## config.mk

```make
export PLATFORM = sky130hd
export DESIGN_NAME = blk_xfer_seq
export DESIGN_NICKNAME = d
export VERILOG_FILES = /design/src/rtl/blk_xfer_pkg.sv /design/src/rtl/bxs_ctrl.sv /design/src/rtl/bxs_datapath.sv /design/src/rtl/blk_xfer_seq.sv
export SDC_FILE = /design/constraint.sdc
export NUM_CORES = 1
export LEC_CHECK = 0
export ABC_AREA = 0
export BUFFER_PORTS_ARGS = -buffer_cell sky130_fd_sc_hd__buf_2
export CAP_MARGIN = 40
export CELL_PAD_IN_SITES_DETAIL_PLACEMENT = 0
export CELL_PAD_IN_SITES_GLOBAL_PLACEMENT = 1
export CORE_MARGIN = 2
export CORE_UTILIZATION = 44
export CTS_BUF_LIST = sky130_fd_sc_hd__clkbuf_2 sky130_fd_sc_hd__clkbuf_4 sky130_fd_sc_hd__clkbuf_8
export DETAILED_ROUTE_END_ITERATION = 10
export PLACE_DENSITY_LB_ADDON = 0.15
export SLEW_MARGIN = 5
export SYNTH_ARGS = -nofsm -noshare
export SYNTH_HDL_FRONTEND = slang
export SYNTH_SLANG_ARGS = --single-unit
```

## constraint.sdc

```tcl
create_clock -name clk -period 9.6 [get_ports clk]
set_input_delay 0.96 -clock clk [delete_from_list [all_inputs] [get_ports clk]]
set_output_delay 0.96 -clock clk [all_outputs]
set_load 0.02 [all_outputs]
```

## src/rtl/blk_xfer_pkg.sv

```systemverilog
package blk_xfer_pkg;

  typedef enum logic [1:0] {
    UNIT_BYTE = 2'd0,
    UNIT_WORD = 2'd1,
    UNIT_LONG = 2'd2,
    UNIT_RSVD = 2'd3
  } unitSel_e;

  typedef enum logic [1:0] {
    STEP_HOLD  = 2'd0,
    STEP_UP    = 2'd1,
    STEP_DOWN  = 2'd2,
    STEP_HOLDX = 2'd3
  } stepMode_e;

  typedef enum logic [1:0] {
    ST_IDLE  = 2'd0,
    ST_READ  = 2'd1,
    ST_WRITE = 2'd2,
    ST_WBACK = 2'd3
  } seqState_e;

  // strobes from control to datapath
  typedef struct packed {
    logic load;       // capture descriptor
    logic readDone;   // read accepted, latch data
    logic unitDone;   // write accepted, advance addresses
    logic blockEnd;   // the accepted write was the last unit
    logic wbFire;     // writeback cycle
  } seqStrobe_t;

endpackage

```

## src/rtl/bxs_ctrl.sv

```systemverilog
module bxs_ctrl
  import blk_xfer_pkg::*;
(
  input  logic       clk,
  input  logic       rstN,
  input  logic       actReq,
  input  logic       memRdy,
  input  logic       lastUnit,
  output seqStrobe_t strobe,
  output logic       memReq,
  output logic       memWe,
  output logic       wbValid,
  output logic       doneP
);

  seqState_e state, stateNxt;

  always_comb begin
    stateNxt = state;
    strobe   = '0;
    memReq   = 1'b0;
    memWe    = 1'b0;
    wbValid  = 1'b0;
    unique case (state)
      ST_IDLE: begin
        if (actReq) begin
          strobe.load = 1'b1;
          stateNxt    = ST_READ;
        end
      end
      ST_READ: begin
        memReq = 1'b1;
        if (memRdy) begin
          strobe.readDone = 1'b1;
          stateNxt        = ST_WRITE;
        end
      end
      ST_WRITE: begin
        memReq = 1'b1;
        memWe  = 1'b1;
        if (memRdy) begin
          strobe.unitDone = 1'b1;
          if (lastUnit) begin
            strobe.blockEnd = 1'b1;
            stateNxt        = ST_WBACK;
          end else begin
            stateNxt = ST_READ;
          end
        end
      end
      ST_WBACK: begin
        wbValid       = 1'b1;
        strobe.wbFire = 1'b1;
        stateNxt      = ST_IDLE;
      end
      default: stateNxt = ST_IDLE;
    endcase
  end

  always_ff @(posedge clk) begin
    if (!rstN) begin
      state <= ST_IDLE;
      doneP <= 1'b0;
    end else begin
      state <= stateNxt;
      doneP <= (state == ST_WBACK);
    end
  end

endmodule

```

## src/rtl/bxs_datapath.sv

```systemverilog
module bxs_datapath
  import blk_xfer_pkg::*;
#(
  parameter int ADDR_W = 32,
  parameter int DATA_W = 32,
  parameter int SIZE_W = 8,
  parameter int CNT_W  = 16
) (
  input  logic              clk,
  input  logic              rstN,
  input  seqStrobe_t        strobe,
  input  logic              wrPhase,
  input  logic [ADDR_W-1:0] cfgSrcAddr,
  input  logic [ADDR_W-1:0] cfgDstAddr,
  input  logic [SIZE_W-1:0] cfgBlkSize,
  input  logic [CNT_W-1:0]  cfgBlkCnt,
  input  logic [1:0]        cfgUnit,
  input  logic              cfgBlkIsSrc,
  input  logic [1:0]        cfgOtherMode,
  input  logic [DATA_W-1:0] memRdata,
  input  logic              irqAck,
  output logic [ADDR_W-1:0] memAddr,
  output logic [1:0]        memSize,
  output logic [DATA_W-1:0] memWdata,
  output logic              lastUnit,
  output logic [ADDR_W-1:0] wbSrcAddr,
  output logic [ADDR_W-1:0] wbDstAddr,
  output logic [SIZE_W-1:0] wbUnitCnt,
  output logic [CNT_W-1:0]  wbBlkCnt,
  output logic              irq
);

  localparam logic [SIZE_W-1:0] UNIT_ONE = SIZE_W'(1);
  localparam logic [CNT_W-1:0]  BLK_ONE  = CNT_W'(1);

  logic [ADDR_W-1:0] srcAddr, dstAddr, baseAddr;
  logic [SIZE_W-1:0] sizeStore, unitCnt;
  logic [CNT_W-1:0]  blkCnt;
  unitSel_e          unitSel;
  stepMode_e         otherMode;
  logic              blkIsSrc;
  logic              lastBlk;
  logic [DATA_W-1:0] dataReg;

  logic [ADDR_W-1:0] stepAmt, blkSide, otherSide, blkNext, otherNext;

  always_comb begin
    unique case (unitSel)
      UNIT_BYTE: stepAmt = ADDR_W'(1);
      UNIT_WORD: stepAmt = ADDR_W'(2);
      default:   stepAmt = ADDR_W'(4);
    endcase
  end

  assign blkSide   = blkIsSrc ? srcAddr : dstAddr;
  assign otherSide = blkIsSrc ? dstAddr : srcAddr;
  assign blkNext   = blkSide + stepAmt;

  always_comb begin
    unique case (otherMode)
      STEP_UP:   otherNext = otherSide + stepAmt;
      STEP_DOWN: otherNext = otherSide - stepAmt;
      default:   otherNext = otherSide;
    endcase
  end

  always_ff @(posedge clk) begin
    if (!rstN) begin
      srcAddr   <= '0;
      dstAddr   <= '0;
      baseAddr  <= '0;
      sizeStore <= '0;
      unitCnt   <= '0;
      blkCnt    <= '0;
      unitSel   <= UNIT_BYTE;
      otherMode <= STEP_HOLD;
      blkIsSrc  <= 1'b0;
      lastBlk   <= 1'b0;
      dataReg   <= '0;
      irq       <= 1'b0;
    end else begin
      if (strobe.load) begin
        srcAddr   <= cfgSrcAddr;
        dstAddr   <= cfgDstAddr;
        baseAddr  <= cfgBlkIsSrc ? cfgSrcAddr : cfgDstAddr;
        sizeStore <= cfgBlkSize;
        unitCnt   <= cfgBlkSize;
        blkCnt    <= cfgBlkCnt;
        unitSel   <= unitSel_e'(cfgUnit);
        otherMode <= stepMode_e'(cfgOtherMode);
        blkIsSrc  <= cfgBlkIsSrc;
        lastBlk   <= 1'b0;
      end
      if (strobe.readDone) dataReg <= memRdata;
      if (strobe.unitDone) begin
        if (blkIsSrc) begin
          srcAddr <= strobe.blockEnd ? baseAddr : blkNext;
          dstAddr <= otherNext;
        end else begin
          dstAddr <= strobe.blockEnd ? baseAddr : blkNext;
          srcAddr <= otherNext;
        end
        if (strobe.blockEnd) begin
          unitCnt <= sizeStore;
          blkCnt  <= blkCnt - BLK_ONE;
          lastBlk <= (blkCnt == BLK_ONE);
        end else begin
          unitCnt <= unitCnt - UNIT_ONE;
        end
      end
      if (strobe.wbFire && lastBlk) irq <= 1'b1;
      else if (irqAck)              irq <= 1'b0;
    end
  end

  assign lastUnit  = (unitCnt == UNIT_ONE);
  assign memAddr   = wrPhase ? dstAddr : srcAddr;
  assign memSize   = unitSel;
  assign memWdata  = dataReg;
  assign wbSrcAddr = srcAddr;
  assign wbDstAddr = dstAddr;
  assign wbUnitCnt = unitCnt;
  assign wbBlkCnt  = blkCnt;

endmodule

```

## src/rtl/blk_xfer_seq.sv

```systemverilog
module blk_xfer_seq
  import blk_xfer_pkg::*;
#(
  parameter int ADDR_W = 32,
  parameter int DATA_W = 32,
  parameter int SIZE_W = 8,
  parameter int CNT_W  = 16
) (
  input  logic              clk,
  input  logic              rstN,
  input  logic              actReq,
  input  logic [ADDR_W-1:0] cfgSrcAddr,
  input  logic [ADDR_W-1:0] cfgDstAddr,
  input  logic [SIZE_W-1:0] cfgBlkSize,
  input  logic [CNT_W-1:0]  cfgBlkCnt,
  input  logic [1:0]        cfgUnit,
  input  logic              cfgBlkIsSrc,
  input  logic [1:0]        cfgOtherMode,
  output logic              memReq,
  output logic              memWe,
  output logic [ADDR_W-1:0] memAddr,
  output logic [1:0]        memSize,
  output logic [DATA_W-1:0] memWdata,
  input  logic [DATA_W-1:0] memRdata,
  input  logic              memRdy,
  output logic              wbValid,
  output logic [ADDR_W-1:0] wbSrcAddr,
  output logic [ADDR_W-1:0] wbDstAddr,
  output logic [SIZE_W-1:0] wbUnitCnt,
  output logic [CNT_W-1:0]  wbBlkCnt,
  output logic              doneP,
  output logic              irq,
  input  logic              irqAck
);

  seqStrobe_t strobe;
  logic       lastUnit;

  bxs_ctrl u_ctrl (
    .clk      (clk),
    .rstN     (rstN),
    .actReq   (actReq),
    .memRdy   (memRdy),
    .lastUnit (lastUnit),
    .strobe   (strobe),
    .memReq   (memReq),
    .memWe    (memWe),
    .wbValid  (wbValid),
    .doneP    (doneP)
  );

  bxs_datapath #(
    .ADDR_W (ADDR_W),
    .DATA_W (DATA_W),
    .SIZE_W (SIZE_W),
    .CNT_W  (CNT_W)
  ) u_dp (
    .clk          (clk),
    .rstN         (rstN),
    .strobe       (strobe),
    .wrPhase      (memWe),
    .cfgSrcAddr   (cfgSrcAddr),
    .cfgDstAddr   (cfgDstAddr),
    .cfgBlkSize   (cfgBlkSize),
    .cfgBlkCnt    (cfgBlkCnt),
    .cfgUnit      (cfgUnit),
    .cfgBlkIsSrc  (cfgBlkIsSrc),
    .cfgOtherMode (cfgOtherMode),
    .memRdata     (memRdata),
    .irqAck       (irqAck),
    .memAddr      (memAddr),
    .memSize      (memSize),
    .memWdata     (memWdata),
    .lastUnit     (lastUnit),
    .wbSrcAddr    (wbSrcAddr),
    .wbDstAddr    (wbDstAddr),
    .wbUnitCnt    (wbUnitCnt),
    .wbBlkCnt     (wbBlkCnt),
    .irq          (irq)
  );

endmodule

```

* After elaboration in Yosys (flattened, before gate mapping)
Index checks and enable logic that the tools add are counted.
Operators by class: add/sub/neg operators 5, eq/ne operators 11, multiplexer cells 39, reduce and logical (&&, ||, !) cells 7
Operators by type and width (number):
- 32-bit 2-to-1 mux | 11
- 32-bit by 3-bit adder with 32-bit output | 2
- 32-bit one-hot mux with 2 select lines | 1
- 16-bit 2-to-1 mux | 3
- 32-bit by 3-bit subtractor with 32-bit output | 1
- 8-bit 2-to-1 mux | 3
- 16-bit by 1-bit equality test with 1-bit output (second input constant) | 1
- 16-bit by 1-bit subtractor with 16-bit output (second input constant) | 1
- 1-bit 2-to-1 mux | 13
- 2-bit 2-to-1 mux | 6
- 8-bit by 1-bit equality test with 1-bit output (second input constant) | 1
- 2-bit one-hot mux with 4 select lines | 1
- 8-bit by 1-bit subtractor with 8-bit output (second input constant) | 1
- 2-bit by 1-bit equality test with 1-bit output (second input constant) | 3
- 2-bit equality test (second input constant) | 3
- 2-bit inequality test (second input constant) | 3
- 3-bit one-hot mux with 2 select lines | 1
- 2-bit logical NOT | 2
- 2-bit nonzero test | 2
- 3-bit AND reduction | 1
- 2-bit OR reduction | 1
- 1-bit logical AND | 1
Storage, ports and cells: bits in registers 170, input bits 130, output and inout bits 159, logic and storage cells 76

* Logic depth before layout (Yosys ltp)
depth in word-level cells 7, depth in mapped cells 21, mapped depth without buffers 13

* Cells and area by module
From an unflattened synthesis, not the netlist that was laid out.
Second synthesis, totals: cell total of the unflattened synthesis 1598, area, all modules 12996.2 um^2
Modules (own cells, without submodules):
- bxs_datapath | times used 1, cells an instance 1571, area each 12729.7 um^2
- bxs_ctrl | times used 1, cells an instance 27, area each 266.5 um^2

* Worst setup path after synthesis
Ideal clock, no wire load.
path kind reg-to-reg, start register u_dp.blkIsSrc, end register u_dp.srcAddr[31] (netlist: u_dp.wbSrcAddr[31]), arrival time 4362 ps, data required time 9535 ps, path slack 5173 ps, cell stages (with the launch flop) 19, buffers on the path 8, clock period less this slack 4427 ps, cell sequence dfxtp_1 > buf_6 > buf_12 > buf_6 > buf_2 > buf_2 > buf_2 > buf_2 > buf_1 > mux2_2 > ha_1 > a21o_1 > a31o_2 > o31ai_1 > a21oi_1 > or3b_2 > nand4_1 > mux2_2 > nor2_1
On the way: word-level cells in the longest chain between the ends 5
Ends and longest elaborated chain:
- start: declaration | RTL line bxs_datapath.sv:41 | logic blkIsSrc;
- start signal: assignment | RTL line bxs_datapath.sv:91 | blkIsSrc <= cfgBlkIsSrc;
- 32-bit 2-to-1 mux, on equally long branches | RTL line bxs_datapath.sv:56, bxs_datapath.sv:55
- 32-bit by 3-bit subtractor with 32-bit output, or another cell as far along | RTL line bxs_datapath.sv:62 | STEP_DOWN: otherNext = otherSide - stepAmt;
- 32-bit one-hot mux with 2 select lines or 32-bit 2-to-1 mux (tied branches) | RTL line bxs_datapath.sv:60, bxs_datapath.sv:97
- 32-bit 2-to-1 mux (*) | RTL line bxs_datapath.sv:96 | if (blkIsSrc) begin
- 32-bit 2-to-1 mux (*) | RTL line bxs_datapath.sv:95 | if (strobe.unitDone) begin
- end signal: assignment | RTL line bxs_datapath.sv:83 | srcAddr <= cfgSrcAddr;
- end signal: assignment | RTL line bxs_datapath.sv:97 | srcAddr <= strobe.blockEnd ? baseAddr : blkNext;
- end signal: assignment | RTL line bxs_datapath.sv:101 | srcAddr <= otherNext;
- end: declaration | RTL line bxs_datapath.sv:36 | logic [ADDR_W-1:0] srcAddr, dstAddr, baseAddr;
Mark *: on every way between the ends. The rest lies on a longest branch, timed or not. A chain may end at the register's enable or synchronous reset.

* Final worst setup path
start register u_dp.blkIsSrc, end register u_dp.srcAddr[30] (netlist: u_dp.wbSrcAddr[30])
The elaborated chain is that of the path after synthesis.

==> impl_table.tex <==
\begin{tabular}{lr}
\hline
Metric & Value \\
\hline
\multicolumn{2}{l}{\textbf{CTS}} \\
\# hold bufs at CTS & 0 \\
Setup Fix Bufs, Post-CTS & 0 \\
Count of instances resized after the clock tree is built & 0 \\
Number of buffers on the longest clock path & 2 \\
CTS tree & yes \\
Htree depth & 4 \\
Total CTS buffers & 17 \\
Clk sink count & 170 \\
Worst-Skew Late Latency & 480 ps \\
Library cell used as clock root buffer & clkbuf\_8 \\
CTS clk-pin slew, worst paths & 110 ps \\
\multicolumn{2}{l}{\textbf{Yosys}} \\
Gate count after technology mapping & 1623 \\
Sequential area share after synthesis & 27.5\% \\
Net Count, Synth & 1799 \\
Library cell with the largest summed area after synthesis & dfxtp\_1 \\
Syn avg cell area & 7.63 µm² \\
Post-synthesis instance area & 12400 µm² \\
Yosys top cell area share & 27.5\% \\
Unique masters post-synth & 76 \\
Async SR Flop Fraction & 0\% \\
Top post-synthesis cells by area & dfxtp\_1, nand2\_1, mux2i\_1 \\
Warning count from the yosys run & 0 \\
Number of register bits inferred by synthesis & 170 \\
Number of enable flip-flop cells after synthesis & 0 \\
Most used flip-flop cell after synthesis & dfxtp\_1 \\
\multicolumn{2}{l}{\textbf{Critical path}} \\
Critical path launch point type & flip-flop \\
Number of cells on the worst reg-to-reg path & 13 \\
Required time of the worst setup path & 9960 ps \\
Crit end category & flip-flop \\
Setup CP Type & reg2reg \\
Arrival time at the worst endpoint & 4890 ps \\
Largest fanout on the critical path & 61 \\
\multicolumn{2}{l}{\textbf{Routing}} \\
Post-route antenna net violation count & 0 \\
1st-iter DRT viols & 921 \\
Drc violations & 0 \\
Number of vias per cell after detailed routing & 5.69 \\
Routed length per instance & 18.1 µm \\
Routed wire length & 40300 µm \\
Number of vias after detailed routing & 12700 \\
Router iterations before antenna repair & 5 \\
\multicolumn{2}{l}{\textbf{Timing}} \\
Time the final worst path needs with I/O delays and setup & 4530 ps \\
Fin Setup TNS & 0 ps \\
Number of hold violations in the final report & 0 \\
Count of final setup violators & 0 \\
Max-slew headroom at the worst pin & 41.5\% \\
Tightest Pin Transition & 874 ps \\
Max-slew violations & 0 \\
Share of the cycle needed by the critical path after routing & 47.2\% \\
Highest achievable clock rate & 221 MHz \\
Final Skew & 21.4 ps \\
Setup repair after global routing missed its margin & no \\
\multicolumn{2}{l}{\textbf{Global route}} \\
GRT Overall Usage & 26.5\% \\
Overflow left after global routing & 0 \\
Global-route wire length before repair & 62300 µm \\
Initial antenna violation count & 0 \\
Maximum number of pins on one net before global-route repair & 67 \\
Via count of the first global-routing pass & 11600 \\
\multicolumn{2}{l}{\textbf{Run status}} \\
Result of the run & complete, no violations \\
\multicolumn{2}{l}{\textbf{Final layout}} \\
Final nets & 2014 \\
Area growth from synthesis to layout & 16.7\% \\
Area taken by multi-input logic gates & 8430 µm² \\
Post-route cell area & 14500 µm² \\
Most common library cell in the layout ignoring fill and taps & nand2\_1 \\
Number of antenna cells inserted & 0 \\
Area used by sequential logic in the layout & 3410 µm² \\
Number of inserted filler cells in the final layout & 2817 \\
Non-filler instance count after layout & 2229 \\
Share of cells above drive strength 1 & 23.6\% \\
Leading cell types in the layout, fill and taps excluded & nand2\_1, buf\_2, dfxtp\_1, a21oi\_1, nor2\_1 \\
\multicolumn{2}{l}{\textbf{Place}} \\
Number of placed instances, taps included & 2197 \\
Weighted congestion reported at the end of routability-driven placement & 0.885 \\
Area post-placement & 14100 µm² \\
Number of input and output port buffers inserted & 288 \\
Half-perimeter wire length after detailed placement & 28200 µm \\
\multicolumn{2}{l}{\textbf{Power and ir drop}} \\
Worst IR Drop VDD & 78.7 µV \\
Pwr Density & 201 nW/µm² \\
Reported leakage power & 6.61 nW \\
\multicolumn{2}{l}{\textbf{Floorplanning}} \\
I/O pin total & 289 \\
Initial core utilization & 44.7\% \\
Placement Rows & 61 \\
Die ar. & 29500 µm² \\
Die span in x & 172 µm \\
Standard cell core area & 27700 µm² \\
Vertical die dimension & 172 µm \\
\multicolumn{2}{l}{\textbf{Min path}} \\
Type of the most critical hold path & reg2reg \\
Hold Path Cell Cnt & 2 \\
\multicolumn{2}{l}{\textbf{Flow run}} \\
Number of max-cap violations & 0 \\
\hline
\end{tabular}
cells by family (layout without fill, tap and decap cells):
family                   Yosys count  after routing  share of synthesized area, %
AO/OA/AOI/OAI                    422            422                          22.5
XOR/XNOR                          62             62                          4.39
adder cells (fa/ha/maj)           48             48                          4.93
buffers and inverters            136            364                          4.56
flip-flops                       170            170                          27.5
multiplexers                     159            159                          13.6
AND/OR/NAND/NOR                  626            626                          22.6
layout make-up:
| class | instances | share of cell area, % |
|---|---|---|
| clock inverters | 14 | 1.05 |
| clock buffers | 18 | 1.71 |
| well taps | 378 | 3.27 |
| multi-input cells | 1317 | 58.3 |
| inverters | 22 | 0.571 |
| flip-flops and latches | 170 | 23.6 |
| repair buffers | 310 | 11.5 |
cells in the mapped netlist (6+ instances only):
cell type and instances:
a21oi_1 129, o31ai_1 9, o21ai_0 72, a21boi_0 28, o21a_1 6, a31oi_1 9, o22ai_1 10, buf_2 12
mux2i_1 90, inv_1 22, and3_1 17, buf_1 16, clkbuf_1 82, nor3_1 32, nor2_1 123, xnor2_1 31
nor4_1 6, o211a_1 14, mux2_2 69, nand3_1 55, nand2_1 320, xor2_1 31, a21o_1 19, nor2b_1 16
nand4_1 8, ha_1 44, o221ai_1 6, a311oi_1 8, a211oi_1 45, o211ai_1 19, nand2b_1 14, dfxtp_1 170
a32oi_1 6
stage by stage:
stage	hold slack [ps]	utilization (%)	total power (W)	setup WS (ps)
after detailed placement	443	50.7	0.00238	5140
after floorplan	443	-	0.00197	5170
after global routing	472	52.2	0.00311	4740
final	458	52.2	0.00290	5070
after global placement	439	50.4	0.00235	4890
after CTS	460	52.2	0.00292	5120
sequential cells by signal (all words and copies together), names as in the netlist:
signal / cells
u_ctrl.doneP: 1
u_ctrl.state: 2
u_dp.baseAddr: 32
u_dp.blkIsSrc: 1
u_dp.irq: 1
u_dp.lastBlk: 1
u_dp.memSize: 2
u_dp.memWdata: 32
u_dp.otherMode: 2
u_dp.sizeStore: 8
u_dp.wbBlkCnt: 16
u_dp.wbDstAddr: 32
u_dp.wbSrcAddr: 32
u_dp.wbUnitCnt: 8
worst paths after layout:
path                                        start                 end  slack (ps)
worst max register to register      u_dp.blkIsSrc  u_dp.wbSrcAddr[30]        5070
worst min-delay path            u_dp.memWdata[12]   u_dp.memWdata[12]         460
worst max-delay path                u_dp.blkIsSrc  u_dp.wbSrcAddr[30]        5070
worst min register to register  u_dp.memWdata[12]   u_dp.memWdata[12]         460
power by group:
group          total [W]  internal, W  switching [W]
registers       0.000986     0.000829       0.000157
logic            0.00138     0.000534       0.000849
clock network   0.000535     0.000203       0.000332
total            0.00290      0.00157        0.00134
per-layer routing:
| layer | GRT usage [%] | vias up | wire length, µm |
|---|---|---|---|
| met5 | 0 | - | 0 |
| met4 | 7.20 | 0 | 702 |
| met3 | 3.08 | 38 | 2180 |
| met2 | 44.4 | 379 | 18500 |
| met1 | 36.0 | 6024 | 18900 |
| li1 | - | 6243 | - |
worst max-delay path: stages (launching register included):
cell      delay, ps
dfxtp_4         800
buf_4           530
buf_12          290
mux2_2          370
ha_1            420
and3_1          230
nand4b_1        100
a21boi_0        170
a21oi_1         240
nor3_1          110
o41ai_1         650
xnor2_1         210
o21ai_0         100
and4_1          190
Power figures use the tool's default switching activity.
